[src/rtl/hexrec_pkg.sv]
package hexrec_pkg;

  localparam logic [7:0] CH_COLON = 8'h3A;
  localparam logic [7:0] CH_OK    = 8'h2E;
  localparam logic [7:0] CH_BAD   = 8'h58;
  localparam logic [7:0] CH_REFUSE = 8'h52;

  localparam logic [7:0] RT_DATA = 8'h00;
  localparam logic [7:0] RT_EOF  = 8'h01;
  localparam logic [7:0] RT_OSC  = 8'h02;

  typedef enum logic [1:0] {X_IDLE, X_WRITE, X_REPLY} exec_state_t;

  function automatic logic is_hex(input logic [7:0] c);
    return (c >= 8'h30 && c <= 8'h39) || (c >= 8'h41 && c <= 8'h46) ||
           (c >= 8'h61 && c <= 8'h66);
  endfunction

  function automatic logic [3:0] hex_val(input logic [7:0] c);
    logic [7:0] v;
    if (c <= 8'h39)      v = c - 8'h30;
    else if (c <= 8'h46) v = c - 8'h37;
    else                 v = c - 8'h57;
    return v[3:0];
  endfunction

endpackage

[src/rtl/hexrec_rx.sv]
module hexrec_rx import hexrec_pkg::*; #(
  parameter int MAX_DATA = 16,
  localparam int BUFW = $clog2(MAX_DATA)
) (
  input  logic            clk,
  input  logic            rst_n,
  input  logic            in_fire,
  input  logic [7:0]      in_byte,
  input  logic [BUFW-1:0] rd_idx,
  output logic [7:0]      rd_data,
  output logic            done_o,
  output logic            bad_o,
  output logic            sum_ok_o,
  output logic [7:0]      cnt_o,
  output logic [15:0]     addr_o,
  output logic [7:0]      type_o
);

  logic        open_q, open_d;
  logic        hi_q, hi_d;
  logic [3:0]  nib_q, nib_d;
  logic [7:0]  idx_q, idx_d;
  logic [7:0]  sum_q, sum_d;
  logic [7:0]  cnt_q, cnt_d;
  logic [15:0] addr_q, addr_d;
  logic [7:0]  type_q, type_d;
  logic        done_q, done_d, bad_q, bad_d, sok_q, sok_d;
  logic        buf_we;
  logic [7:0]  buf_q [MAX_DATA];

  logic [7:0]  byte_v, sum_nx, off;
  logic        is_last;

  assign byte_v  = {nib_q, hex_val(in_byte)};
  assign sum_nx  = sum_q + byte_v;
  assign off     = idx_q - 8'd4;
  assign is_last = (idx_q >= 8'd4) && (idx_q == cnt_q + 8'd4);

  always_comb begin
    open_d = open_q; hi_d = hi_q; nib_d = nib_q; idx_d = idx_q;
    sum_d = sum_q; cnt_d = cnt_q; addr_d = addr_q; type_d = type_q;
    sok_d = sok_q; done_d = 1'b0; bad_d = 1'b0; buf_we = 1'b0;
    if (in_fire) begin
      if (!open_q) begin
        if (in_byte == CH_COLON) begin
          open_d = 1'b1; hi_d = 1'b0; idx_d = 8'd0; sum_d = 8'd0;
        end
      end else if (!is_hex(in_byte)) begin
        bad_d  = 1'b1;
        open_d = 1'b0;
      end else if (!hi_q) begin
        hi_d  = 1'b1;
        nib_d = hex_val(in_byte);
      end else begin
        hi_d  = 1'b0;
        sum_d = sum_nx;
        idx_d = idx_q + 8'd1;
        case (idx_q)
          8'd0: begin
            cnt_d = byte_v;
            if (byte_v > 8'(MAX_DATA)) open_d = 1'b0;
          end
          8'd1: addr_d[15:8] = byte_v;
          8'd2: addr_d[7:0]  = byte_v;
          8'd3: begin
            type_d = byte_v;
            if (byte_v > RT_OSC) open_d = 1'b0;
          end
          default: begin
            if (is_last) begin
              done_d = 1'b1;
              open_d = 1'b0;
              sok_d  = (sum_nx == 8'd0);
            end else begin
              buf_we = 1'b1;
            end
          end
        endcase
      end
    end
  end

  always_ff @(posedge clk or negedge rst_n) begin
    if (!rst_n) begin
      open_q <= 1'b0; hi_q <= 1'b0; nib_q <= '0; idx_q <= '0;
      sum_q <= '0; cnt_q <= '0; addr_q <= '0; type_q <= '0;
      done_q <= 1'b0; bad_q <= 1'b0; sok_q <= 1'b0;
    end else begin
      open_q <= open_d; hi_q <= hi_d; nib_q <= nib_d; idx_q <= idx_d;
      sum_q <= sum_d; cnt_q <= cnt_d; addr_q <= addr_d; type_q <= type_d;
      done_q <= done_d; bad_q <= bad_d; sok_q <= sok_d;
    end
  end

  for (genvar g = 0; g < MAX_DATA; g++) begin : g_buf
    always_ff @(posedge clk) begin
      if (buf_we && off[BUFW-1:0] == BUFW'(g)) buf_q[g] <= byte_v;
    end
  end

  assign rd_data  = buf_q[rd_idx];
  assign done_o   = done_q;
  assign bad_o    = bad_q;
  assign sum_ok_o = sok_q;
  assign cnt_o    = cnt_q;
  assign addr_o   = addr_q;
  assign type_o   = type_q;

  // a completed record never carries an oversize count or unknown type
  a_r3_count_bound: assert property (@(posedge clk) disable iff (!rst_n)
    done_q |-> (cnt_q <= 8'(MAX_DATA)));
  a_r3_type_bound: assert property (@(posedge clk) disable iff (!rst_n)
    done_q |-> (type_q <= RT_OSC));
  // a completion and a bad-character abort never coincide
  a_r4_exclusive: assert property (@(posedge clk) disable iff (!rst_n)
    !(done_q && bad_q));

endmodule

[src/rtl/hexrec_exec.sv]
module hexrec_exec import hexrec_pkg::*; #(
  parameter int MAX_DATA = 16,
  localparam int BUFW = $clog2(MAX_DATA),
  localparam int WIW  = BUFW + 1
) (
  input  logic            clk,
  input  logic            rst_n,
  input  logic            done_i,
  input  logic            bad_i,
  input  logic            sum_ok_i,
  input  logic [7:0]      cnt_i,
  input  logic [15:0]     addr_i,
  input  logic [7:0]      type_i,
  input  logic [7:0]      rd_data_i,
  output logic [BUFW-1:0] rd_idx_o,
  output logic            busy_o,
  output logic [7:0]      tx_data,
  output logic            tx_valid,
  input  logic            tx_ready,
  output logic            mem_wr_en,
  output logic [15:0]     mem_wr_addr,
  output logic [7:0]      mem_wr_data,
  input  logic            mem_wr_ok,
  output logic [7:0]      osc_mhz,
  output logic            osc_valid
);

  exec_state_t    st_q, st_d;
  logic [WIW-1:0] wi_q, wi_d;
  logic           fail_q, fail_d, fail_nx;
  logic [7:0]     rep_q, rep_d;
  logic [7:0]     osc_q, osc_d;
  logic           oscv_q, oscv_d;

  assign mem_wr_en   = (st_q == X_WRITE);
  assign mem_wr_addr = addr_i + 16'(wi_q);
  assign mem_wr_data = rd_data_i;
  assign rd_idx_o    = wi_q[BUFW-1:0];
  assign fail_nx     = fail_q | ~mem_wr_ok;

  always_comb begin
    st_d = st_q; wi_d = wi_q; fail_d = fail_q; rep_d = rep_q;
    osc_d = osc_q; oscv_d = oscv_q;
    case (st_q)
      X_IDLE: begin
        if (bad_i) begin
          rep_d = CH_BAD; st_d = X_REPLY;
        end else if (done_i) begin
          st_d = X_REPLY;
          if (!sum_ok_i) rep_d = CH_BAD;
          else if (type_i == RT_EOF) rep_d = CH_OK;
          else if (type_i == RT_OSC) begin
            if (cnt_i == 8'd1) begin
              osc_d = rd_data_i; oscv_d = 1'b1; rep_d = CH_OK;
            end else rep_d = CH_REFUSE;
          end else if (!oscv_q) rep_d = CH_REFUSE;
          else if (cnt_i == 8'd0) rep_d = CH_OK;
          else begin
            st_d = X_WRITE; wi_d = '0; fail_d = 1'b0;
          end
        end
      end
      X_WRITE: begin
        fail_d = fail_nx;
        if (8'(wi_q) == cnt_i - 8'd1) begin
          wi_d  = '0;
          st_d  = X_REPLY;
          rep_d = fail_nx ? CH_REFUSE : CH_OK;
        end else begin
          wi_d = wi_q + WIW'(1);
        end
      end
      X_REPLY: if (tx_ready) st_d = X_IDLE;
      default: st_d = X_IDLE;
    endcase
  end

  always_ff @(posedge clk or negedge rst_n) begin
    if (!rst_n) begin
      st_q <= X_IDLE; wi_q <= '0; fail_q <= 1'b0; rep_q <= CH_OK;
      osc_q <= '0; oscv_q <= 1'b0;
    end else begin
      st_q <= st_d; wi_q <= wi_d; fail_q <= fail_d; rep_q <= rep_d;
      osc_q <= osc_d; oscv_q <= oscv_d;
    end
  end

  assign busy_o    = (st_q != X_IDLE);
  assign tx_valid  = (st_q == X_REPLY);
  assign tx_data   = rep_q;
  assign osc_mhz   = osc_q;
  assign osc_valid = oscv_q;

  // no memory write before the frequency register is loaded
  a_r8_no_write_before_osc: assert property (@(posedge clk) disable iff (!rst_n)
    mem_wr_en |-> osc_valid);
  // a pending reply stays put until taken
  a_r10_reply_held: assert property (@(posedge clk) disable iff (!rst_n)
    (tx_valid && !tx_ready) |=> (tx_valid && $stable(tx_data)));
  // a completed record with a bad sum answers 'X' next cycle
  a_r5_bad_sum_x: assert property (@(posedge clk) disable iff (!rst_n)
    (st_q == X_IDLE && done_i && !sum_ok_i) |=> (tx_valid && tx_data == CH_BAD));
  // a bad character answers 'X' next cycle
  a_r4_bad_char_x: assert property (@(posedge clk) disable iff (!rst_n)
    (st_q == X_IDLE && bad_i) |=> (tx_valid && tx_data == CH_BAD));
  // the frequency register only changes on leaving idle
  a_r7_osc_stable: assert property (@(posedge clk) disable iff (!rst_n)
    (st_q != X_IDLE) |=> $stable(osc_mhz));

endmodule

[src/rtl/hexrec_parser.sv]
module hexrec_parser #(
  parameter int MAX_DATA = 16,
  localparam int BUFW = $clog2(MAX_DATA)
) (
  input  logic        clk,
  input  logic        rst_n,
  input  logic [7:0]  rx_data,
  input  logic        rx_valid,
  output logic        rx_ready,
  output logic [7:0]  tx_data,
  output logic        tx_valid,
  input  logic        tx_ready,
  output logic        mem_wr_en,
  output logic [15:0] mem_wr_addr,
  output logic [7:0]  mem_wr_data,
  input  logic        mem_wr_ok,
  output logic [7:0]  osc_mhz,
  output logic        osc_valid
);

  logic            done, bad, sum_ok, busy;
  logic [7:0]      cnt, rtype, rd_data;
  logic [15:0]     addr;
  logic [BUFW-1:0] rd_idx;

  assign rx_ready = !busy && !done && !bad;

  hexrec_rx #(.MAX_DATA(MAX_DATA)) u_rx (
    .clk(clk), .rst_n(rst_n),
    .in_fire(rx_valid && rx_ready), .in_byte(rx_data),
    .rd_idx(rd_idx), .rd_data(rd_data),
    .done_o(done), .bad_o(bad), .sum_ok_o(sum_ok),
    .cnt_o(cnt), .addr_o(addr), .type_o(rtype)
  );

  hexrec_exec #(.MAX_DATA(MAX_DATA)) u_exec (
    .clk(clk), .rst_n(rst_n),
    .done_i(done), .bad_i(bad), .sum_ok_i(sum_ok),
    .cnt_i(cnt), .addr_i(addr), .type_i(rtype), .rd_data_i(rd_data),
    .rd_idx_o(rd_idx), .busy_o(busy),
    .tx_data(tx_data), .tx_valid(tx_valid), .tx_ready(tx_ready),
    .mem_wr_en(mem_wr_en), .mem_wr_addr(mem_wr_addr),
    .mem_wr_data(mem_wr_data), .mem_wr_ok(mem_wr_ok),
    .osc_mhz(osc_mhz), .osc_valid(osc_valid)
  );

  // no input taken while a command or reply is in progress
  a_r10_no_rx_when_busy: assert property (@(posedge clk) disable iff (!rst_n)
    busy |-> !rx_ready);
  // a reply and a memory write never overlap
  a_r10_reply_after_writes: assert property (@(posedge clk) disable iff (!rst_n)
    !(tx_valid && mem_wr_en));

endmodule

[config.mk]
export PLATFORM = sky130hd
export DESIGN_NAME = hexrec_parser
export DESIGN_NICKNAME = d
export VERILOG_FILES = /design/src/rtl/hexrec_pkg.sv /design/src/rtl/hexrec_rx.sv /design/src/rtl/hexrec_exec.sv /design/src/rtl/hexrec_parser.sv
export SDC_FILE = /design/constraint.sdc
export NUM_CORES = 1
export LEC_CHECK = 0
export ABC_AREA = 1
export BUFFER_PORTS_ARGS = -buffer_cell sky130_fd_sc_hd__buf_2
export CAP_MARGIN = 40
export CORE_ASPECT_RATIO = 1.4
export CORE_UTILIZATION = 35
export DETAILED_ROUTE_END_ITERATION = 6
export GPL_TIMING_DRIVEN = 0
export SYNTH_ARGS = -nofsm -noshare
export SYNTH_HDL_FRONTEND = slang
export SYNTH_SLANG_ARGS = --single-unit
[constraint.sdc]
create_clock -name clk -period 2.3 [get_ports clk]
set_input_delay 0.115 -clock clk [delete_from_list [all_inputs] [get_ports clk]]
set_output_delay 0.115 -clock clk [all_outputs]
set_load 0.03 [all_outputs]
### Word level (Yosys, flattened, before mapping)

Memory sizes are Yosys's and may differ from the RTL's.
Cells that the tools add are included.

| cells by class | value |
|---|---|
| bitwise gates (word level) | 6 |
| magnitude comparators | 9 |
| multiplexer cells | 150 |
| eq/ne operators | 39 |
| reduce and logical (&&, ||, !) cells | 65 |
| add/subtract/negate cells | 10 |

Operators with widths:

| cell | count |
|---|---|
| $mux 8 | 30 |
| $reduce_or 8->1 | 15 |
| $mux 1 | 79 |
| $mux 4 | 17 |
| $mux 5 | 8 |
| $eq 4x4->1 const B | 8 |
| $eq 8x1->1 const B | 3 |
| $eq 8x2->1 const B | 3 |
| $logic_not 8->1 | 3 |
| $logic_and 1x1->1 | 23 |
| $reduce_and 5->1 | 4 |
| $mux 2 | 9 |
| $add 16x5->16 | 1 |
| $eq 4x3->1 const B | 4 |
| $ge 8x7->1 const B | 2 |
| $le 8x7->1 const B | 2 |
| $ne 2x2->1 const B | 8 |
| $pmux 8 s2 | 1 |
| $mux 7 | 2 |
| $reduce_and 4->1 | 3 |
| $sub 4x3->4 const B | 3 |
| $pmux 5 s2 | 1 |
| $add 8x1->8 const B | 1 |
| $add 8x3->8 const B | 1 |
| 35 further kinds | 48 |

| word-level totals | value |
|---|---|
| output and inout bits | 44 |
| bits in registers | 82 |
| bits in writable memories | 128 |
| word-level logic and storage cells | 298 |
| memories kept | 1 |

Memory list:

| name | words | width | read ports | clocked after memory_dff | write ports | RTL line | source |
|---|---|---|---|---|---|---|---|
| u_rx.buf_q | 16 | 8 | 1 | 0 | 1 | hexrec_rx.sv:29 | `logic [7:0] buf_q [MAX_DATA];` |

### Longest topological paths before layout

Gate-level depths: netlist of run 1.

| depth | value |
|---|---|
| depth in word-level cells | 28 |
| mapped depth | 18 |
| gate-level depth less buffers | 18 |

### Cells and area by module

Synthesis of run 1 repeated with hierarchy kept, for this count alone.

| second synthesis, totals | value |
|---|---|
| cells, all modules | 1014 |
| area total of the unflattened synthesis | 10318.6 µm² |

By module, submodules not included:

| module | instances | cells each | area an instance (µm²) | seq. area each (µm²) |
|---|---|---|---|---|
| hexrec_rx | 1 | 745 | 8428.1 | 5270.1 |
| hexrec_exec | 1 | 263 | 1865.5 | 529.3 |
| hexrec_parser | 1 | 6 | 25.0 | 0.0 |

### Worst setup path after synthesis of run 1

OpenSTA, ideal clock, no wires.

| timing | value |
|---|---|
| path type | reg2out |
| start point | register u_exec.wi_q[1] |
| end point | output mem_wr_addr[12] |
| cell stages (with the launch flop) | 12 |
| setup slack | -0.395 ns |
| arrival | 2.580 ns |
| cell sequence | dfrtp_1 -> clkbuf_2 -> inv_1 -> clkbuf_1 -> fa_1 -> o21ai_1 -> nand2_1 -> a21boi_1 -> nand2_1 -> nor3_2 -> nand2_1 -> xnor2_1 |

| between the ends | value |
|---|---|
| cells in the longest elaborated chain, start to end | 1 |

Ends and longest elaborated chain:

| item | RTL line | source |
|---|---|---|
| start, declared | hexrec_exec.sv:29 | `logic [WIW-1:0] wi_q, wi_d;` |
| start signal, assigned | hexrec_exec.sv:83 | `st_q <= st_d; wi_q <= wi_d; fail_q <= fail_d; rep_q <= rep_d;` |
| $add 16x5->16 | hexrec_exec.sv:36 | `assign mem_wr_addr = addr_i + 16'(wi_q);` |
| end, declared | hexrec_parser.sv:14 | `output logic [15:0] mem_wr_addr,` |

Every way passes these cells.

### Worst setup path after layout of run 1

| timing | value |
|---|---|
| start point | register u_exec.wi_q[1] |
| end point | output mem_wr_addr[10] |

Same word-level chain as after synthesis.

==> reports/results.txt, run 1 <==
synth unique cells -> 47
total congestion overflow -> 0
clock buffer count from CTS -> 21
crit-path leading delay family -> buffers and inverters
Pleak -> 5.59 nW
Avg Vias per Cell -> 5.06
P per Cell Area -> 625 nW/um^2
Post-DP Area -> 11200 um^2
core area -> 28700 um^2
asr flop ratio synth -> 37.9%
clk slew on worst S/H paths -> 60 ps
# IOs -> 57
Final ANT Viol Nets -> 0
post-synthesis cell area -> 10300 um^2
max-cap check violation count -> 0
vias in the first global route -> 8081
detailed placement HPWL -> 19.0 mm
fin util -> 46.1%
gr usage total -> 18.6%
clk_lat worst skew -> 500 ps
# setup viols final -> 34
global placer's final weighted congestion -> 0.872
multi-input logic area -> 4460 um^2
EDFF count, synth -> 128
num rows -> 73
Final Cycle Share -> 126%
Slew @ Worst Pin -> 704 ps
Reg area -> 5810 um^2
diode count -> 0
Initial Utilization -> 35.9%
WL/cell -> 17.4 um
worst vdd rail ir drop -> 0.374 mV
Iteration-0 DRC Markers -> 588
CP Depth -> 12
Worst Path Required -> 2180 ps
Worst setup EP type -> output pin
final total power -> 8.27 mW
Max stage delay on crit path -> 370 ps
H-tree Lvls -> 1
Critical path origin -> u_exec.wi_q[1]
worst-path maximum fanout -> 2
CP Data Arrival Time -> 2780 ps
FILL cells -> 2674
I/O Buffers -> 54
DRC violations left -> 0
reg-to-reg critical path startpoint -> u_rx.cnt_o[3]
commonest register cell after synthesis -> edfxtp_1
antenna violations before repair -> 0
sequential area share after synthesis -> 56.4%
largest net degree at the start of global routing -> 61
most frequent cell on the critical path -> buf_6
RSZ-0062 raised after global routing -> true
synthesized instance count -> 1088
cell count of the worst reg-to-reg path -> 14
Die Wd -> 147 um
final hold vios -> 0
crit-path cells -> clkbuf_8, clkinvlp_4, clkbuf_16, fa_2, o21ai_2, nand2_1, a21boi_2, nand2_2, nor3_4, buf_6, xor2_2, buf_6
violated checks -> negative setup slack
first-pass GRT wire length -> 43.4 mm
synth warn -> 0
clock period minus worst slack -> 2890 ps
die area -> 30100 um^2
max-slew violation count -> 0
Layout area overhead -> 28.5%
Clock Path Buffers -> 3
worst min path class -> in2async
Worst setup SP type -> register
Slew HR -> 53.0%
drt total wl -> 28.1 mm
Synth Area per Inst -> 9.46 um^2
Die Y -> 205 um
status -> finished with violations
slowest stage cell, crit path -> dfrtp_1
share of cells above drive strength 1 -> 26.3%
drt pass-1 iters -> 5
vias -> 8197
fin nets -> 1270
final instance area -> 13200 um^2
#FFs+latches synth -> 206
CTS Root Buffer Type -> clkbuf_16
Clock Sinks -> 206
CTS tree -> done
Setup Skew -> 22.6 ps
Bufs and invs on worst path -> 5
slack of the critical path -> -592 ps
critical path class -> reg2out
Fmax -> 0.346 GHz
[layout by cell type (no fill, tap or decap), types with 5 or more instances in the layout]
cell         n
nand2_2     11
nand3b_1     5
nor2_2       8
clkinv_2     5
inv_1       82
o22ai_1     21
o21ai_0     90
ha_4         5
buf_6       28
ha_2         5
edfxtp_1   128
a21oi_2      6
buf_12      10
dfrtp_2      9
nor2_1     110
a21oi_1      9
inv_2        9
dfrtp_1     65
nand2_1    235
clkinv_1     6
nand3_2     13
buf_2       35
buf_4       58
xor2_1      21
o21ai_1     30
clkbuf_16   23
nand2_4      9
ha_1        15
xnor2_1      5
o221ai_1     9
nand3_4      6
o21ai_2     11
nor3_1       8
nand4_1     14
nand3_1     50
buf_8        8
nor2_4      21
[cells by family (layout without fill, tap and decap cells)]
logic type / after synthesis / after routing / share of synthesized area, %
XOR/XNOR: 33 / 33 / 2.81
buffers and inverters: 134 / 290 / 5.46
AND/OR/NAND/NOR: 500 / 500 / 21.6
AO/OA/AOI/OAI: 187 / 187 / 10.3
flip-flops: 206 / 206 / 56.4
adder cells (fa/ha/maj): 27 / 27 / 3.43
other: 1 / 2 / 0.0364
[metrics by stage]
stage | setup TNS (ps) | setup WS [ps] | cells | hold slack, ps
2_1_floorplan | -5250 | -77.6 | 1089 | -181
3_3_place_gp | -81720 | -1100 | 1518 | 399
3_5_place_dp | -70850 | -907 | 1526 | 28.5
4_1_cts | -7090 | -580 | 1606 | 42.8
5_1_grt | -12160 | -735 | 1620 | 49.7
6_report | -4440 | -592 | 1620 | 35.5
[flip-flops by register name, indices dropped and copies added, names as in the netlist]
register          cells
u_exec.fail_q         1
u_exec.osc_mhz        8
u_exec.osc_valid      1
u_exec.st_q           2
u_exec.tx_data        4
u_exec.wi_q           5
u_rx.addr_o          16
u_rx.bad_o            1
u_rx.buf_q          128
u_rx.cnt_o            8
u_rx.done_o           1
u_rx.hi_q             1
u_rx.idx_q            8
u_rx.nib_q            4
u_rx.open_q           1
u_rx.sum_ok_o         1
u_rx.sum_q            8
u_rx.type_o           8
[layer usage]
metal | vias up | routed length (um) | track usage (%)
met2 | 178 | 14700 | 33.0
met4 | 0 | 1020 | 9.09
met5 | - | 0 | 0
met3 | 59 | 1080 | 2.20
li1 | 3969 | - | -
met1 | 3991 | 11400 | 22.1
[final cells by class]
type | count | area share (%)
sequential | 206 | 44.0
multi-input combinational | 749 | 33.7
timing repair buffer | 119 | 8.28
clock buffer | 23 | 4.03
tap | 375 | 3.55
inverter | 97 | 2.91
buffer | 36 | 2.55
clock inverter | 15 | 0.965
[path summary, 6_finish.rpt]
| kind | endpoint | slack, ps |
|---|---|---|
| worst min-delay path | u_exec.osc_mhz[7] | 40 |
| max in group asynchronous | u_rx.idx_q[3] | 1610 |
| worst max-delay path | mem_wr_addr[10] | -590 |
| worst min register to register | u_exec.tx_data[3] | 470 |
| worst max register to register | u_rx.buf_q[7][6] | -20 |
| min in group clk | u_rx.type_o[2] | 130 |
[power breakdown]
| part | internal [mW] | leakage, nW | switching, mW |
|---|---|---|---|
| logic | 0.250 | 3.07 | 0.582 |
| clock network | 1.90 | 0.322 | 1.42 |
| registers | 4.03 | 2.21 | 0.0897 |
[timing repair]
item                                    in CTS  in global routing
pin swaps                                   27                 57
gates resized for setup                    131                117
endpoints found under the setup margin     159                161
cloned                                       0                  1
hold buffers                                 3                  0
setup buffers                               40                 26
hold endpoints to repair                    80                  0
[synth_stat cells, types with 5 or more instances]
| cell | n | area (um^2) |
|---|---|---|
| inv_2 | 6 | 22.5 |
| dfrtp_1 | 75 | 1880 |
| o21ai_0 | 90 | 450 |
| a21oi_1 | 16 | 80.1 |
| o21ai_2 | 10 | 87.6 |
| o221ai_1 | 12 | 105 |
| buf_4 | 8 | 60.1 |
| o21ai_1 | 31 | 155 |
| ha_1 | 25 | 313 |
| nor3_1 | 9 | 45.0 |
| clkbuf_1 | 21 | 78.8 |
| nor2_1 | 132 | 495 |
| nand4_1 | 14 | 87.6 |
| edfxtp_1 | 128 | 3840 |
| xnor2_1 | 10 | 87.6 |
| xor2_1 | 23 | 201 |
| nand3b_1 | 5 | 37.5 |
| nand2_1 | 248 | 931 |
| nand3_1 | 65 | 325 |
| inv_1 | 89 | 334 |
| o22ai_1 | 21 | 131 |
Power figures use the tool's default switching activity.
==> inputs of run 2 (changes only) <==
==> constraint.sdc (replaced) <==
create_clock -name clk -period 2.3 [get_ports clk]
set_input_delay 0.46 -clock clk [delete_from_list [all_inputs] [get_ports clk]]
set_output_delay 0.46 -clock clk [all_outputs]
set_load 0.03 [all_outputs]
==> run 2 against run 1 <==
Against the previous run: the flow still finishes with violations (negative setup slack); worst setup slack got worse by 270 ps; sequential power is essentially flat; combinational power up 13%; highest routed layer unchanged.
==> reports/results.txt, run 2 (synthesized netlist as in run 1, its figures left out) <==
status -> finished with violations (unchanged)
violated checks -> negative setup slack (unchanged)
Pleak -> 5.84 nW (was 5.59 nW)
sequential share of power -> 48.4% (was 49.8%)
CTS tree -> done (unchanged)
Clock Sinks -> 206 (unchanged)
Max stage delay on crit path -> 380 ps (was 370 ps)
Largest Register -> u_rx.buf_q (unchanged)
commonest non-fill, non-tap cells in the layout -> 220 x nand2_1, 128 x edfxtp_1, 108 x nor2_1 (was 235 x nand2_1, 128 x edfxtp_1, 110 x nor2_1)
Worst Path Required -> 1840 ps (was 2180 ps)
clock period minus worst slack -> 3160 ps (was 2890 ps)
crit-path cells -> buf_8, inv_8, clkbuf_16, fa_2, o21ai_2, nand2_1, a21boi_2, nand2_2, nor3_4, buf_6, xor2_2, buf_6 (was clkbuf_8, clkinvlp_4, clkbuf_16, fa_2, o21ai_2, nand2_1, a21boi_2, nand2_2, nor3_4, buf_6, xor2_2, buf_6)
Final Cycle Share -> 137% (was 126%)
global placer's final weighted congestion -> 0.870 (was 0.872)
Worst setup SP type -> register (unchanged)
drt pass-1 iters -> 5 (unchanged)
vias in the first global route -> 8147 (was 8081)
gr usage total -> 19.0% (was 18.6%)
cell count of the worst reg-to-reg path -> 12 (was 14)
most common cell after layout, fill and taps aside -> nand2_1 (unchanged)
Clock Path Buffers -> 3 (unchanged)
Internal Power -> 6.42 mW (was 6.18 mW)
I/O Buffers -> 54 (unchanged)
Slew @ Worst Pin -> 845 ps (was 704 ps)
clk_lat worst skew -> 500 ps (about the same)
die area -> 30100 um^2 (unchanged)
antenna violations before repair -> 0 (unchanged)
Iteration-0 DRC Markers -> 674 (was 588)
Layout area overhead -> 37.2% (was 28.5%)
fin util -> 49.2% (was 46.1%)
# setup viols final -> 39 (was 34)
share of cells above drive strength 1 -> 32.9% (was 26.3%)
Placed Instances -> 1520 (was 1526)
CP Data Arrival Time -> 2700 ps (was 2780 ps)
# IOs -> 57 (unchanged)
H-tree Lvls -> 1 (unchanged)
Psw -> 2.09 mW (about the same)
clock power share -> 40.6% (was 40.2%)
WL/cell -> 17.4 um (about the same)
Post-DP Area -> 11400 um^2 (was 11200 um^2)
worst-path maximum fanout -> 2 (unchanged)
hold depth -> 4
slack of the critical path -> -859 ps (was -592 ps)
final total power -> 8.51 mW (was 8.27 mW)
Final ANT Viol Nets -> 0 (unchanged)
P per Cell Area -> 603 nW/um^2 (was 625 nW/um^2)
drt total wl -> 28.8 mm (was 28.1 mm)
detailed placement HPWL -> 19.1 mm (was 19.0 mm)
Place WS -> -880 ps (was -907 ps)
Fmax -> 0.317 GHz (was 0.346 GHz)
diode count -> 0 (unchanged)
num rows -> 73 (unchanged)
final instance area -> 14100 um^2 (was 13200 um^2)
Bufs and invs on worst path -> 5 (unchanged)
most frequent cell on the critical path -> buf_6 (unchanged)
worst min path class -> in2reg (was in2async)
largest net degree at the start of global routing -> 43 (was 61)
max FFs per register -> 128 (unchanged)
Die Y -> 205 um (unchanged)
core area -> 28700 um^2 (unchanged)
CTS Root Buffer Type -> clkbuf_16 (unchanged)
clock buffer count from CTS -> 21 (unchanged)
worst vdd rail ir drop -> 0.407 mV (was 0.374 mV)
DRC violations left -> 0 (unchanged)
first-pass GRT wire length -> 44.3 mm (was 43.4 mm)
Post-Layout Cell Count -> 1654 (was 1620)
sw frac -> 24.5% (was 25.3%)
Setup Skew -> 19.2 ps (was 22.6 ps)
RSZ-0062 raised after global routing -> true (unchanged)
max-slew violation count -> 0 (unchanged)
Slew HR -> 43.7% (was 53.0%)
Worst setup EP type -> output pin (unchanged)
crit-path leading delay family -> buffers and inverters (unchanged)
clk slew on worst S/H paths -> 60 ps (about the same)
CP Depth -> 12 (unchanged)
combinational share of power -> 11.0% (was 10.1%)
Initial Utilization -> 35.9% (unchanged)
total congestion overflow -> 0 (unchanged)
slowest stage cell, crit path -> dfrtp_1 (unchanged)
critical path class -> reg2out (unchanged)
final hold vios -> 0 (unchanged)
Avg Vias per Cell -> 5.09 (was 5.06)
vias -> 8420 (was 8197)
Die Wd -> 147 um (unchanged)
max-cap check violation count -> 0 (unchanged)
fin nets -> 1304 (was 1270)
run 2: repair_timing:
action	in CTS	in global routing
setup buffers	72	32
pin swaps	69	81
hold buffers	1	0
gates resized for setup	224	86
gates cloned	2	0
hold endpoints to repair	34	0
endpoints found under the setup margin	161	165
run 2: layer usage:
| metal | global-route usage, % | up-vias | share of wire (%) |
|---|---|---|---|
| met4 | 9.72 | 0 | 4.2 |
| li1 | - | 4048 | - |
| met5 | 0 | - | 0 |
| met3 | 2.38 | 56 | 4.4 |
| met1 | 21.4 | 4071 | 39 |
| met2 | 35.1 | 245 | 53 |
run 2: worst paths after layout:
kind | startpoint | end | slack (ps)
worst max-delay path | u_exec.wi_q[1] | mem_wr_addr[10] | -860
worst min-delay path | tx_ready | u_exec.st_q[1] | 240
worst max register to register | u_rx.idx_q[1] | u_rx.buf_q[7][7] | -10
worst min register to register | u_exec.tx_data[1] | u_exec.tx_data[1] | 470
max in group asynchronous | rst_n | u_rx.idx_q[6] | 1180
min in group asynchronous | rst_n | u_exec.osc_mhz[1] | 480
run 2: layout make-up:
type | instances | area [um^2]
Buffer | 36 | 379
Clock buffer | 28 | 572
Clock inverter | 10 | 125
Fill cell | 2554 | 14600
Inverter | 97 | 422
Multi-Input combinational cell | 750 | 4910
Sequential cell | 206 | 5820
Tap cell | 375 | 469
Timing Repair Buffer | 152 | 1420
run 2: power groups by stage:
stage	Combinational, mW	Clock [mW]	Sequential, mW
3_3_place_gp	0.743	0	4.19
6_report	0.936	3.46	4.12
5_1_grt	1.02	3.64	4.12
3_5_place_dp	0.760	0	4.19
2_1_floorplan	0.493	0	4.20
4_1_cts	0.831	3.51	4.12
run 2: tightest hold or removal path: stages:
cell and delay, ps:
buf_2 70, inv_1 30, nand2_1 80, nand2_1 50
run 2: metrics by stage:
stage / hold WS [ps] / setup TNS [ps]
final: 237 / -12650
after global routing: 262 / -19080
after CTS: 215 / -11780
after detailed placement: 461 / -66750
after global placement: 458 / -69740
after floorplan: 164 / -1150
==> inputs of run 3 (changes only) <==
SETUP_SLACK_MARGIN = 0.3   (was not set)
==> run 3 against run 2 <==
Against the previous run: the flow still finishes with violations (negative setup slack); critical path depth is the same; global-route usage increased by 0.55 points; power grew 0.19%; clock power about the same; core utilization increased by 1.4 points; non-clock buffer count grew 5; critical endpoint unchanged; cell count increased by 0.36%.
==> reports/results.txt, run 3 (synthesized netlist as in run 1, its figures left out) <==
diode count -> 0 (unchanged)
Fin Setup TNS -> -13180 ps (was -12650 ps)
Internal Power -> 6.31 mW (was 6.42 mW)
Pleak -> 5.96 nW (was 5.84 nW)
# IOs -> 57 (unchanged)
sw frac -> 26.0% (was 24.5%)
max FFs per register -> 128 (unchanged)
crit-path leading delay family -> buffers and inverters (unchanged)
clock buffer count from CTS -> 21 (unchanged)
worst min path class -> in2reg (unchanged)
Final Cycle Share -> 137% (about the same)
Setup Skew -> 17.6 ps (was 19.2 ps)
Avg Vias per Cell -> 5.05 (was 5.09)
FILL cells -> 2560 (was 2554)
WL/cell -> 17.9 um (was 17.4 um)
antenna violations before repair -> 0 (unchanged)
final hold vios -> 0 (unchanged)
reg-to-reg critical path startpoint -> u_rx.cnt_o[3] (was u_rx.idx_q[1])
Die Y -> 205 um (unchanged)
num rows -> 73 (unchanged)
vias in the first global route -> 8337 (was 8147)
Critical path origin -> u_exec.wi_q[1] (unchanged)
vias -> 8381 (was 8420)
Hold Worst Slack -> 206 ps (was 237 ps)
slowest stage cell, crit path -> dfrtp_1 (unchanged)
CTS tree -> done (unchanged)
Clock Sinks -> 206 (unchanged)
Final ANT Viol Nets -> 0 (unchanged)
most common cell after layout, fill and taps aside -> nand2_1 (unchanged)
global placer's final weighted congestion -> 0.843 (was 0.870)
CP Data Arrival Time -> 2700 ps (about the same)
status -> finished with violations (unchanged)
clk_lat worst skew -> 510 ps (was 500 ps)
max-slew violation count -> 0 (unchanged)
violated checks -> negative setup slack (unchanged)
I/O Buffers -> 54 (unchanged)
Worst setup EP type -> output pin (unchanged)
Iteration-0 DRC Markers -> 491 (was 674)
Psw -> 2.22 mW (was 2.09 mW)
worst vdd rail ir drop -> 0.385 mV (was 0.407 mV)
gr usage total -> 19.6% (was 19.0%)
Slew @ Worst Pin -> 836 ps (was 845 ps)
Fmax -> 0.317 GHz (about the same)
die area -> 30100 um^2 (unchanged)
critical path class -> reg2out (unchanged)
largest net degree at the start of global routing -> 65 (was 43)
clk slew on worst S/H paths -> 60 ps (about the same)
Initial Utilization -> 35.9% (unchanged)
Slew HR -> 44.3% (was 43.7%)
commonest non-fill, non-tap cells in the layout -> 210 x nand2_1, 128 x edfxtp_1, 98 x nor2_1 (was 220 x nand2_1, 128 x edfxtp_1, 108 x nor2_1)
drt pass-1 iters -> 7 (was 5)
CP Depth -> 12 (unchanged)
P per Cell Area -> 588 nW/um^2 (was 603 nW/um^2)
Worst Path Required -> 1840 ps (about the same)
sequential share of power -> 48.2% (was 48.4%)
# setup viols final -> 23 (was 39)
fin nets -> 1310 (was 1304)
clock power share -> 40.2% (was 40.6%)
core area -> 28700 um^2 (unchanged)
register-to-register setup slack -> 10 ps (was -10 ps)
Bufs and invs on worst path -> 5 (unchanged)
Die Wd -> 147 um (unchanged)
CP Capture Point -> mem_wr_addr[10] (unchanged)
slack of the critical path -> -858 ps (was -859 ps)
total congestion overflow -> 0 (unchanged)
clock period minus worst slack -> 3160 ps (about the same)
CTS Root Buffer Type -> clkbuf_16 (unchanged)
Worst setup SP type -> register (unchanged)
final total power -> 8.52 mW (was 8.51 mW)
combinational share of power -> 11.6% (was 11.0%)
DRC violations left -> 0 (unchanged)
crit-path cells -> buf_8, inv_8, clkbuf_16, fa_2, o21ai_2, nand2_1, a21boi_2, nand2_2, nor3_4, buf_4, xor2_2, buf_6 (was buf_8, inv_8, clkbuf_16, fa_2, o21ai_2, nand2_1, a21boi_2, nand2_2, nor3_4, buf_6, xor2_2, buf_6)
detailed placement HPWL -> 19.4 mm (was 19.1 mm)
Place WS -> -845 ps (was -880 ps)
drt total wl -> 29.7 mm (was 28.8 mm)
Clock Path Buffers -> 3 (unchanged)
first-pass GRT wire length -> 45.9 mm (was 44.3 mm)
Largest Register -> u_rx.buf_q (unchanged)
cell count of the worst reg-to-reg path -> 17 (was 12)
Max stage delay on crit path -> 380 ps (about the same)
share of cells above drive strength 1 -> 36.7% (was 32.9%)
worst-path maximum fanout -> 3 (was 2)
H-tree Lvls -> 1 (unchanged)
max-cap check violation count -> 0 (unchanged)
RSZ-0062 raised after global routing -> true (unchanged)
Layout area overhead -> 41.0% (was 37.2%)
worst reg2reg endpoint -> u_rx.sum_ok_o (was u_rx.buf_q[7][7])
run 3: worst min-delay path by stage:
stage	to	from	slack (ps)	depth (start not counted)
after floorplan	u_exec.fail_q	rst_n	160	0
after global placement	u_exec.tx_data[3]	u_exec.tx_data[3]	460	2
after detailed placement	u_rx.sum_q[3]	rst_n	340	1
after CTS	u_exec.st_q[1]	tx_ready	200	4
after global routing	u_exec.st_q[1]	tx_ready	250	4
final	u_exec.st_q[1]	tx_ready	210	4
run 3: power by group through the flow:
stage	Combinational, mW	Clock (mW)	Sequential [mW]
floorplan	0.524	0	4.20
global placement	0.778	0	4.20
detailed placement	0.802	0	4.19
CTS	0.962	3.47	4.11
global route	1.08	3.64	4.11
finish	0.991	3.43	4.11
run 3: final cells by class:
type	count	area [um^2]	share of cell area, %
Buffer	37	430	2.97
Clock buffer	25	541	3.73
Clock inverter	13	140	0.966
Inverter	97	429	2.96
Multi-Input combinational cell	750	5130	35.4
Sequential cell	206	5810	40.1
Tap cell	375	469	3.23
Timing Repair Buffer	156	1550	10.7
Timing Repair inverter	1	7.51	0.0517
run 3: metal layers:
metal,global-route usage (%),part of all wire [%]
met1,23.1,39
met5,0,0
met3,2.00,3.5
met2,36.3,54
met4,7.55,3.5
run 3: timing repair:
action | CTS | global route
hold endpoints to repair | 14 | 0
gates resized for setup | 223 | 129
buffers inserted | 68 | 28
setup endpoints to repair | 181 | 179
pin swaps | 87 | 83
gates cloned | 2 | 2
hold buffers | 1 | 0
run 3: tightest hold or removal path, stage by stage:
cell,delay (ps)
buf_2,70
inv_1,30
nand2_1,70
nand2_1,50
run 3: stage by stage:
| stage | cells | utilization (%) | area, um^2 |
|---|---|---|---|
| 3_3_place_gp | 1518 | 40.5 | 11600 |
| 4_1_cts | 1630 | 48.2 | 13800 |
| 3_5_place_dp | 1521 | 40.7 | 11700 |
| 6_report | 1660 | 50.6 | 14500 |
| 2_1_floorplan | 1089 | - | 10900 |
| 5_1_grt | 1660 | 50.6 | 14500 |
